==> config.mk <==
export PLATFORM = sky130hd
export DESIGN_NAME = prio_irq_ctrl
export DESIGN_NICKNAME = d
export VERILOG_FILES = /design/src/rtl/prio_irq_pkg.sv /design/src/rtl/prio_irq_select.sv /design/src/rtl/prio_irq_mask_stack.sv /design/src/rtl/prio_irq_ctrl.sv
export SDC_FILE = /design/constraint.sdc
export NUM_CORES = 1
export LEC_CHECK = 0
export ABC_AREA = 1
export CAP_MARGIN = 0
export CELL_PAD_IN_SITES_DETAIL_PLACEMENT = 0
export CELL_PAD_IN_SITES_GLOBAL_PLACEMENT = 2
export CORE_MARGIN = 2
export CORE_UTILIZATION = 27
export DETAILED_ROUTE_END_ITERATION = 7
export PLACE_DENSITY = 0.91
export SYNTH_ARGS = -nofsm -noshare
export SYNTH_HDL_FRONTEND = slang
export SYNTH_HIERARCHICAL = 1
export SYNTH_SLANG_ARGS = --single-unit
==> constraint.sdc <==
create_clock -name clk_i -period 3 [get_ports clk_i]
set_input_delay 0.6 -clock clk_i [delete_from_list [all_inputs] [get_ports clk_i]]
set_output_delay 0.6 -clock clk_i [all_outputs]
set_load 0.02 [all_outputs]
==> src/rtl/prio_irq_pkg.sv <==
package prio_irq_pkg;
  localparam int unsigned NUM_SRC  = 8;
  localparam int unsigned IDX_W    = $clog2(NUM_SRC);
  localparam int unsigned CODE_W   = 5;

  localparam int unsigned ST_IE    = 0;
  localparam int unsigned ST_EXL   = 1;
  localparam int unsigned ST_UM    = 4;
  localparam int unsigned FLD_LO   = 8;
  localparam int unsigned CA_CODE  = 2;
  localparam int unsigned CA_BD    = 31;

  typedef logic [NUM_SRC-1:0] src_vec_t;

  typedef struct packed {
    src_vec_t mask;
    logic     um;
    logic     exl;
    logic     ie;
  } status_t;

  function automatic logic [31:0] pack_status(status_t s);
    logic [31:0] w;
    w = '0;
    w[FLD_LO +: NUM_SRC] = s.mask;
    w[ST_UM]  = s.um;
    w[ST_EXL] = s.exl;
    w[ST_IE]  = s.ie;
    return w;
  endfunction

  function automatic logic [31:0] pack_cause(src_vec_t pend, logic [CODE_W-1:0] code,
                                             logic bd);
    logic [31:0] w;
    w = '0;
    w[FLD_LO +: NUM_SRC]  = pend;
    w[CA_CODE +: CODE_W]  = code;
    w[CA_BD]              = bd;
    return w;
  endfunction
endpackage

==> src/rtl/prio_irq_select.sv <==
module prio_irq_select
  import prio_irq_pkg::*;
(
  input  src_vec_t         pend_i,
  input  src_vec_t         mask_i,
  output logic             any_o,
  output logic [IDX_W-1:0] idx_o,
  output src_vec_t         keep_o
);
  src_vec_t cand;

  assign cand  = pend_i & mask_i;
  assign any_o = |cand;

  always_comb begin
    idx_o = '0;
    for (int i = 0; i < int'(NUM_SRC); i++) begin
      if (cand[i]) idx_o = IDX_W'(i);
    end
  end

  // bits strictly above the selected level survive an accept
  for (genvar g = 0; g < int'(NUM_SRC); g++) begin : g_keep
    assign keep_o[g] = IDX_W'(g) > idx_o;
  end
endmodule

==> src/rtl/prio_irq_mask_stack.sv <==
module prio_irq_mask_stack #(
  parameter int unsigned W     = 8,
  parameter int unsigned DEPTH = 8
) (
  input  logic         clk_i,
  input  logic         rst_ni,
  input  logic         push_i,
  input  logic         pop_i,
  input  logic [W-1:0] data_i,
  output logic [W-1:0] top_o,
  output logic         empty_o,
  output logic         ovf_o
);
  localparam int unsigned PTR_W = $clog2(DEPTH + 1);
  localparam logic [PTR_W-1:0] FULL_LVL = PTR_W'(DEPTH);

  logic [W-1:0]     mem_q [DEPTH];
  logic [PTR_W-1:0] sp_q;
  logic             full;

  assign full    = sp_q == FULL_LVL;
  assign empty_o = sp_q == '0;

  for (genvar g = 0; g < int'(DEPTH); g++) begin : g_ent
    always_ff @(posedge clk_i or negedge rst_ni) begin
      if (!rst_ni)                                   mem_q[g] <= '0;
      else if (push_i && !full && sp_q == PTR_W'(g)) mem_q[g] <= data_i;
    end
  end

  always_comb begin
    top_o = '0;
    for (int i = 0; i < int'(DEPTH); i++) begin
      if (sp_q == PTR_W'(i + 1)) top_o = mem_q[i];
    end
  end

  always_ff @(posedge clk_i or negedge rst_ni) begin
    if (!rst_ni) begin
      sp_q  <= '0;
      ovf_o <= 1'b0;
    end else if (push_i) begin
      if (full) ovf_o <= 1'b1;
      else      sp_q  <= sp_q + 1'b1;
    end else if (pop_i && !empty_o) begin
      sp_q <= sp_q - 1'b1;
    end
  end
endmodule

==> src/rtl/prio_irq_ctrl.sv <==
module prio_irq_ctrl
  import prio_irq_pkg::*;
#(
  parameter int unsigned STACK_DEPTH = 8
) (
  input  logic             clk_i,
  input  logic             rst_ni,
  input  logic [7:0]       irq_lines_i,
  input  logic             accept_i,
  input  logic             return_i,
  input  logic             status_we_i,
  input  logic [31:0]      status_wdata_i,
  input  logic             cause_we_i,
  input  logic [31:0]      cause_wdata_i,
  output logic             irq_req_o,
  output logic [2:0]       irq_idx_o,
  output logic [31:0]      status_o,
  output logic [31:0]      cause_o,
  output logic             stack_ovf_o
);
  status_t           st_q;
  src_vec_t          pend_q;
  logic [CODE_W-1:0] code_q;
  logic              bd_q;

  logic              any;
  logic [IDX_W-1:0]  idx;
  src_vec_t          keep;
  src_vec_t          saved;
  logic              stk_empty;
  logic              take_acc, take_ret;

  prio_irq_select u_sel (
    .pend_i (pend_q),
    .mask_i (st_q.mask),
    .any_o  (any),
    .idx_o  (idx),
    .keep_o (keep)
  );

  prio_irq_mask_stack #(.W(NUM_SRC), .DEPTH(STACK_DEPTH)) u_stk (
    .clk_i   (clk_i),
    .rst_ni  (rst_ni),
    .push_i  (take_acc),
    .pop_i   (take_ret),
    .data_i  (st_q.mask),
    .top_o   (saved),
    .empty_o (stk_empty),
    .ovf_o   (stack_ovf_o)
  );

  assign irq_req_o = st_q.ie & any;
  assign irq_idx_o = idx;
  assign take_acc  = accept_i & irq_req_o;
  assign take_ret  = return_i & ~take_acc;

  always_ff @(posedge clk_i or negedge rst_ni) begin
    if (!rst_ni) begin
      st_q   <= '0;
      pend_q <= '0;
      code_q <= '0;
      bd_q   <= 1'b0;
    end else begin
      pend_q <= irq_lines_i;
      if (take_acc) begin
        st_q.mask <= st_q.mask & keep;
        st_q.ie   <= 1'b1;
      end else if (take_ret) begin
        st_q.ie <= 1'b0;
        if (!stk_empty) st_q.mask <= saved;
      end else if (status_we_i) begin
        st_q.mask <= status_wdata_i[FLD_LO +: NUM_SRC];
        st_q.um   <= status_wdata_i[ST_UM];
        st_q.exl  <= status_wdata_i[ST_EXL];
        st_q.ie   <= status_wdata_i[ST_IE];
      end
      if (cause_we_i) bd_q <= cause_wdata_i[CA_BD];
      if (take_acc)        code_q <= '0;
      else if (cause_we_i) code_q <= cause_wdata_i[CA_CODE +: CODE_W];
    end
  end

  assign status_o = pack_status(st_q);
  assign cause_o  = pack_cause(pend_q, code_q, bd_q);
endmodule

Word level (Yosys, flattened, before mapping)

Index checks and enable logic that the tools add are counted.

Bits in registers: 94
Output and inout bits: 69
Word-level logic and storage cells: 91

Add/sub/neg operators: 2
$lt $le $gt $ge: 8
Equality and inequality tests: 10
Muxes and demuxes: 26
Bitwise logic cells: 7
Reduce and logical (&&, ||, !) cells: 21

Operators by type and width:

| cell                                              | count |
|---|---|
| 2-to-1 mux 8 bit                                  | 11 |
| AND 8 bit                                         | 2 |
| == test 4 x 3 -> 1 bit, second input constant     | 4 |
| > comparator 3 bit, first input constant          | 4 |
| 2-to-1 mux 3 bit                                  | 4 |
| 2-to-1 mux 4 bit                                  | 3 |
| 2-to-1 mux 11 bit                                 | 1 |
| logical AND 1 bit                                 | 10 |
| 2-to-1 mux 5 bit                                  | 2 |
| == test 4 x 2 -> 1 bit, second input constant     | 2 |
| OR reduction 8 bit                                | 1 |
| > comparator 1 x 3 -> 1 bit, first input constant | 2 |
| > comparator 2 x 3 -> 1 bit, first input constant | 2 |
| AND reduction 2 bit                               | 3 |
| adder 4 x 1 -> 4 bit, second input constant       | 1 |
| == test 4 x 1 -> 1 bit, second input constant     | 1 |
| == test 4 bit, second input constant              | 1 |
| logical NOT 4 bit                                 | 1 |
| 2-to-1 mux 2 bit                                  | 2 |
| nonzero test 2 bit                                | 2 |
| subtractor 4 x 1 -> 4 bit, second input constant  | 1 |
| AND 1 bit                                         | 3 |
| 2-to-1 mux 1 bit                                  | 3 |
| != test 3 bit, second input constant              | 1 |
| 5 further kinds                                   | 7 |

Longest topological paths before layout

Depth after elaboration: 12
Mapped depth: 17

Modules after synthesis

The synthesis kept the hierarchy.

Modules (own cells, without submodules):

| module              | times used | cells an instance | area each (um^2) | seq. area each (um^2) |
|---|---|---|---|---|
| prio_irq_mask_stack | 1          | 455               | 3503.4           | 1726.7 |
| prio_irq_ctrl       | 1          | 182               | 1482.7           | 625.6 |
| prio_irq_select     | 1          | 33                | 205.2            | 0.0 |

Worst setup path before layout

No wires, ideal clock.

Kind: register -> register
From: reg st_q (netlist bit status_o[13])
To: reg u_stk/mem_q[45] (netlist bit)
Library setup time: 0.083 ns
Arrival: 2.303 ns
Setup slack: 0.614 ns
Cell stages (with the launch flop): 16
Path buffers: 3
Cell sequence: dfrtp_1 > nand2_2 > nand2_4 > nor2_8 > nand2_4 > inv_2 > nand3_2 > nand3_4 > buf_6 > inv_1 > clkbuf_1 > nand2_4 > nor4_4 > buf_6 > nand2_1 > o21ai_0

Word-level cells in the longest chain between the ends: 6

RTL lines:

| element                        | RTL line                  | source |
|---|---|---|
| start: declaration             | prio_irq_ctrl.sv:21       | `status_t st_q;` |
| AND 8 bit                      | prio_irq_select.sv:12     | `assign cand = pend_i & mask_i;` |
| OR reduction 8 bit             | prio_irq_select.sv:13     | `assign any_o = \|cand;` |
| net any                        | prio_irq_ctrl.sv:26       | `logic any;` |
| AND 1 bit                      | prio_irq_ctrl.sv:52       | `assign irq_req_o = st_q.ie & any;` |
| AND 1 bit                      | prio_irq_ctrl.sv:54       | `assign take_acc = accept_i & irq_req_o;` |
| net take_acc                   | prio_irq_ctrl.sv:31       | `logic take_acc, take_ret;` |
| logical AND 1 bit (2 in a row) | prio_irq_mask_stack.sv:27 | `else if (push_i && !full && sp_q == PTR_W'(g)) mem_q[g] <= data_i;` |
| end signal: indexed assignment | prio_irq_mask_stack.sv:27 |  |
| end: declaration               | prio_irq_mask_stack.sv:17 | `logic [W-1:0] mem_q [DEPTH];` |

The timed path passes the listed nets, and every way through them passes these cells.
A chain may end at the register's enable or synchronous reset.

Worst setup path after layout

From: reg st_q (netlist bit status_o[13])
To: out irq_req_o

Word-level cells in the longest chain between the ends: 3

RTL lines:

| element            | RTL line              | source |
|---|---|---|
| AND 8 bit          | prio_irq_select.sv:12 |  |
| OR reduction 8 bit | prio_irq_select.sv:13 |  |
| net any            | prio_irq_ctrl.sv:26   |  |
| AND 1 bit          | prio_irq_ctrl.sv:52   |  |
| end: declaration   | prio_irq_ctrl.sv:15   | `output logic irq_req_o,` |

The timed path passes the listed nets, and every way through them passes these cells.

==> results.md <==
- Critical path required time: 2.40 ns
- Number of antenna diodes: 0
- 1st-pass router iterations: 4
- Crit path max-delay cell type: clkdlybuf4s50_1
- Synthesized area per cell: 7.75 um^2
- Largest net degree at the start of global routing: 47
- Fraction of layout cells with a size suffix above 1: 9.66%
- Yosys cell types: 34
- Full die area: 20400 um^2
- Die X: 143 um
- Post-route ant nets: 0
- Worst slew pin tran: 0.628 ns
- Status: complete, no violations
- # hold bufs at CTS: 0
- Max incr delay on CP: 0.60 ns
- Reg clk slew, reported paths: 0.06 ns
- IO Port Bufs: 60
- PwrDens: 908 nW/um^2
- Clk buf depth: 2
- Yosys top cell by area: dfrtp_1
- Fin nets: 812
- WL/cell: 14.0 um
- Startpoint Class: register
- Synth Register Bits: 94
- Area fraction of the dominant cell type after synthesis: 45.3%
- Initial Util: 27.7%
- WL met2: 6390 um
- Fmax: 373 MHz
- LEAKAGE: 0.00313 uW
- Final Hold Vio Count: 0
- Worst Setup Path Type: reg2out
- Total number of vias: 4162
- Clk sink count: 94
- Part of the cycle the worst path needs: 89.4%
- Synth-to-Final Area Change: 19.3%
- Post-DP HPWL: 9600 um
- Sequential share of the synthesized area: 45.3%
- Final Critical Period: 2.68 ns
- DR WL met3: 578 um
- Synth top area cells: dfrtp_1, nand2_1, o21ai_0, buf_4, inv_1
- Grt total ovfl: 0
- CP Capture Type: output pin
- Final Slew Violations: 0
- Inserted Clock Buffers: 9
- Hold slack: 0.260 ns
- First-pass GRT wire length: 21700 um
- Critical path buffer and inverter count: 3
- DR vias/cell: 4.30
- PostCTS Resize Cnt: 0
- CP delay by family, top: buffers and inverters
- Metal-1 WL: 6480 um
- Initial DRC count: 236
- Synth warnings: 6
- TritonCTS clock tree: yes
- Cell mode on critical path: nand2_4
- Worst-Skew Late Latency: 0.35 ns
- Max IR drop VDD: 319 uV
- Layout filler cell count: 2073
- Postcts setup bufs: 0
- Worst path depth: 9
- Skew final: 0.00576 ns
- Uppermost routed layer: met4
- RSZ-0062 raised after global routing: no
- Core Area: 18800 um^2
- H-tree lvl count: 3
- Post-Syn Instances: 670
- Reg2Reg Depth: 10
- Final WL: 13600 um
- Hold Path Class: in2async
- Ports: 147
- Total power: 5630 uW
- Antenna violations before repair: 0
- WP data arrival: 2.08 ns
- Crit-path max FO: 7
- Setup-failing EPs final: 0
- GRT Total Usage: 14.0%
- Clk root buf: clkbuf_16
- GPL Wtd Cong: 0.844
- Vias in the first global route: 4076
- DRC errors left: 0
- Max Cap Viol: 0
- Synthesized area: 5190 um^2
- Crit-path cells: nand2_2 -> nand2_4 -> nor2_8 -> nand2_4 -> inv_2 -> nand3_2 -> nand2_1 -> inv_1 -> clkdlybuf4s50_1
- Setup TNS: 0 ns
- Max_slew headroom: 58.1%
- Die Y: 143 um
- Row count: 50
## synthesized netlist by cell type
cell	instances
a21boi_0	5
a21oi_1	10
a31oi_1	1
buf_2	8
buf_4	44
buf_6	4
clkbuf_1	5
conb_1	2
dfrtp_1	94
ha_1	4
inv_1	79
inv_2	9
nand2_1	207
nand2_2	7
nand2_4	7
nand3_1	46
nand3_2	4
nand3_4	1
nand4_1	1
nor2_1	34
nor2_2	2
nor2_4	4
nor2_8	1
nor3_2	1
nor4_4	1
o211ai_1	8
o21ai_0	67
o21ai_1	1
o21bai_1	1
or2_0	1
or2_1	1
or2_2	6
xnor2_1	2
xor2_1	2
## through the flow
step / std cells / util, % / worst slack [ns] / cell area, um^2
finish: 969 / 33.0 / 0.319 / 6190
global route: 969 / 33.0 / 0.187 / 6190
CTS: 969 / 33.0 / 0.292 / 6190
detailed placement: 953 / 31.4 / 0.420 / 5890
global placement: 953 / 31.4 / 0.461 / 5890
floorplan: 708 / - / 0.614 / 5330
## metal layers
metal / vias to the layer above / track usage, %
li1: 2114 / -
met1: 1963 / 18.8
met2: 75 / 22.8
met3: 10 / 3.59
met4: 0 / 3.13
met5: - / 0
## path summary, 6_finish.rpt
kind / startpoint / end / slack, ns
setup / recovery: status_o[13] / irq_req_o / 0.32
hold / removal: rst_ni / u_stk/mem_q[51] / 0.26
setup reg to reg: status_o[13] / u_stk/mem_q[28] / 0.55
hold reg to reg: u_stk/mem_q[15] / u_stk/mem_q[15] / 0.48
max in group asynchronous: rst_ni / u_stk/mem_q[9] / 2.06
min in group clk_i: u_stk/mem_q[15] / u_stk/mem_q[15] / 0.48
## layout make-up
class	instances	area, um^2	area share [%]
Inverter	88	330	5.33
Clock buffer	11	243	3.92
Clock inverter	5	58.8	0.949
Timing Repair Buffer	72	701	11.3
Tap cell	234	293	4.73
Multi-Input combinational cell	465	2220	35.8
Sequential cell	94	2350	38.0
## kinds of logic (layout without fill, tap and decap cells)
family,after synthesis,in the layout,share of synthesized area [%]
flops,94,94,45.3
simple gates,324,324,28.5
fa+ha+maj,4,4,0.964
xor+xnor,4,4,0.675
compound gates,93,93,9.67
other cells,2,40,0.145
buf+inv,149,176,14.7
## report_power, final
group / switching [uW] / internal (uW)
sequential: 319 / 1690
combinational: 1590 / 862
clock: 494 / 669
total: 2400 / 3220
## sequential cells by signal (all words and copies together), names as in the netlist
| signal | count |
|---|---|
| bd_q | 1 |
| code_q | 5 |
| u_stk/ovf_o | 1 |
| u_stk/sp_q | 4 |
| pend_q | 8 |
| u_stk/mem_q | 64 |
| status_o | 11 |
## placed cells by master, fill, tap and decap left out, types with 2 or more instances in the layout
master           instances
buf_4                   12
nand2_1                207
nor2_4                   4
a21boi_0                 5
o21ai_0                 67
or2_2                    6
nand2_4                  7
nand2_2                  7
xor2_1                   2
ha_1                     4
o211ai_1                 8
inv_2                    9
clkbuf_16                9
inv_1                   79
xnor2_1                  2
nand3_2                  4
nand3_1                 46
clkinvlp_4               2
clkdlybuf4s50_1         59
nor2_2                   2
a21oi_1                 10
nor2_1                  34
conb_1                  40
dfrtp_1                 94
Note: power is estimated with default switching activity, not from simulation.
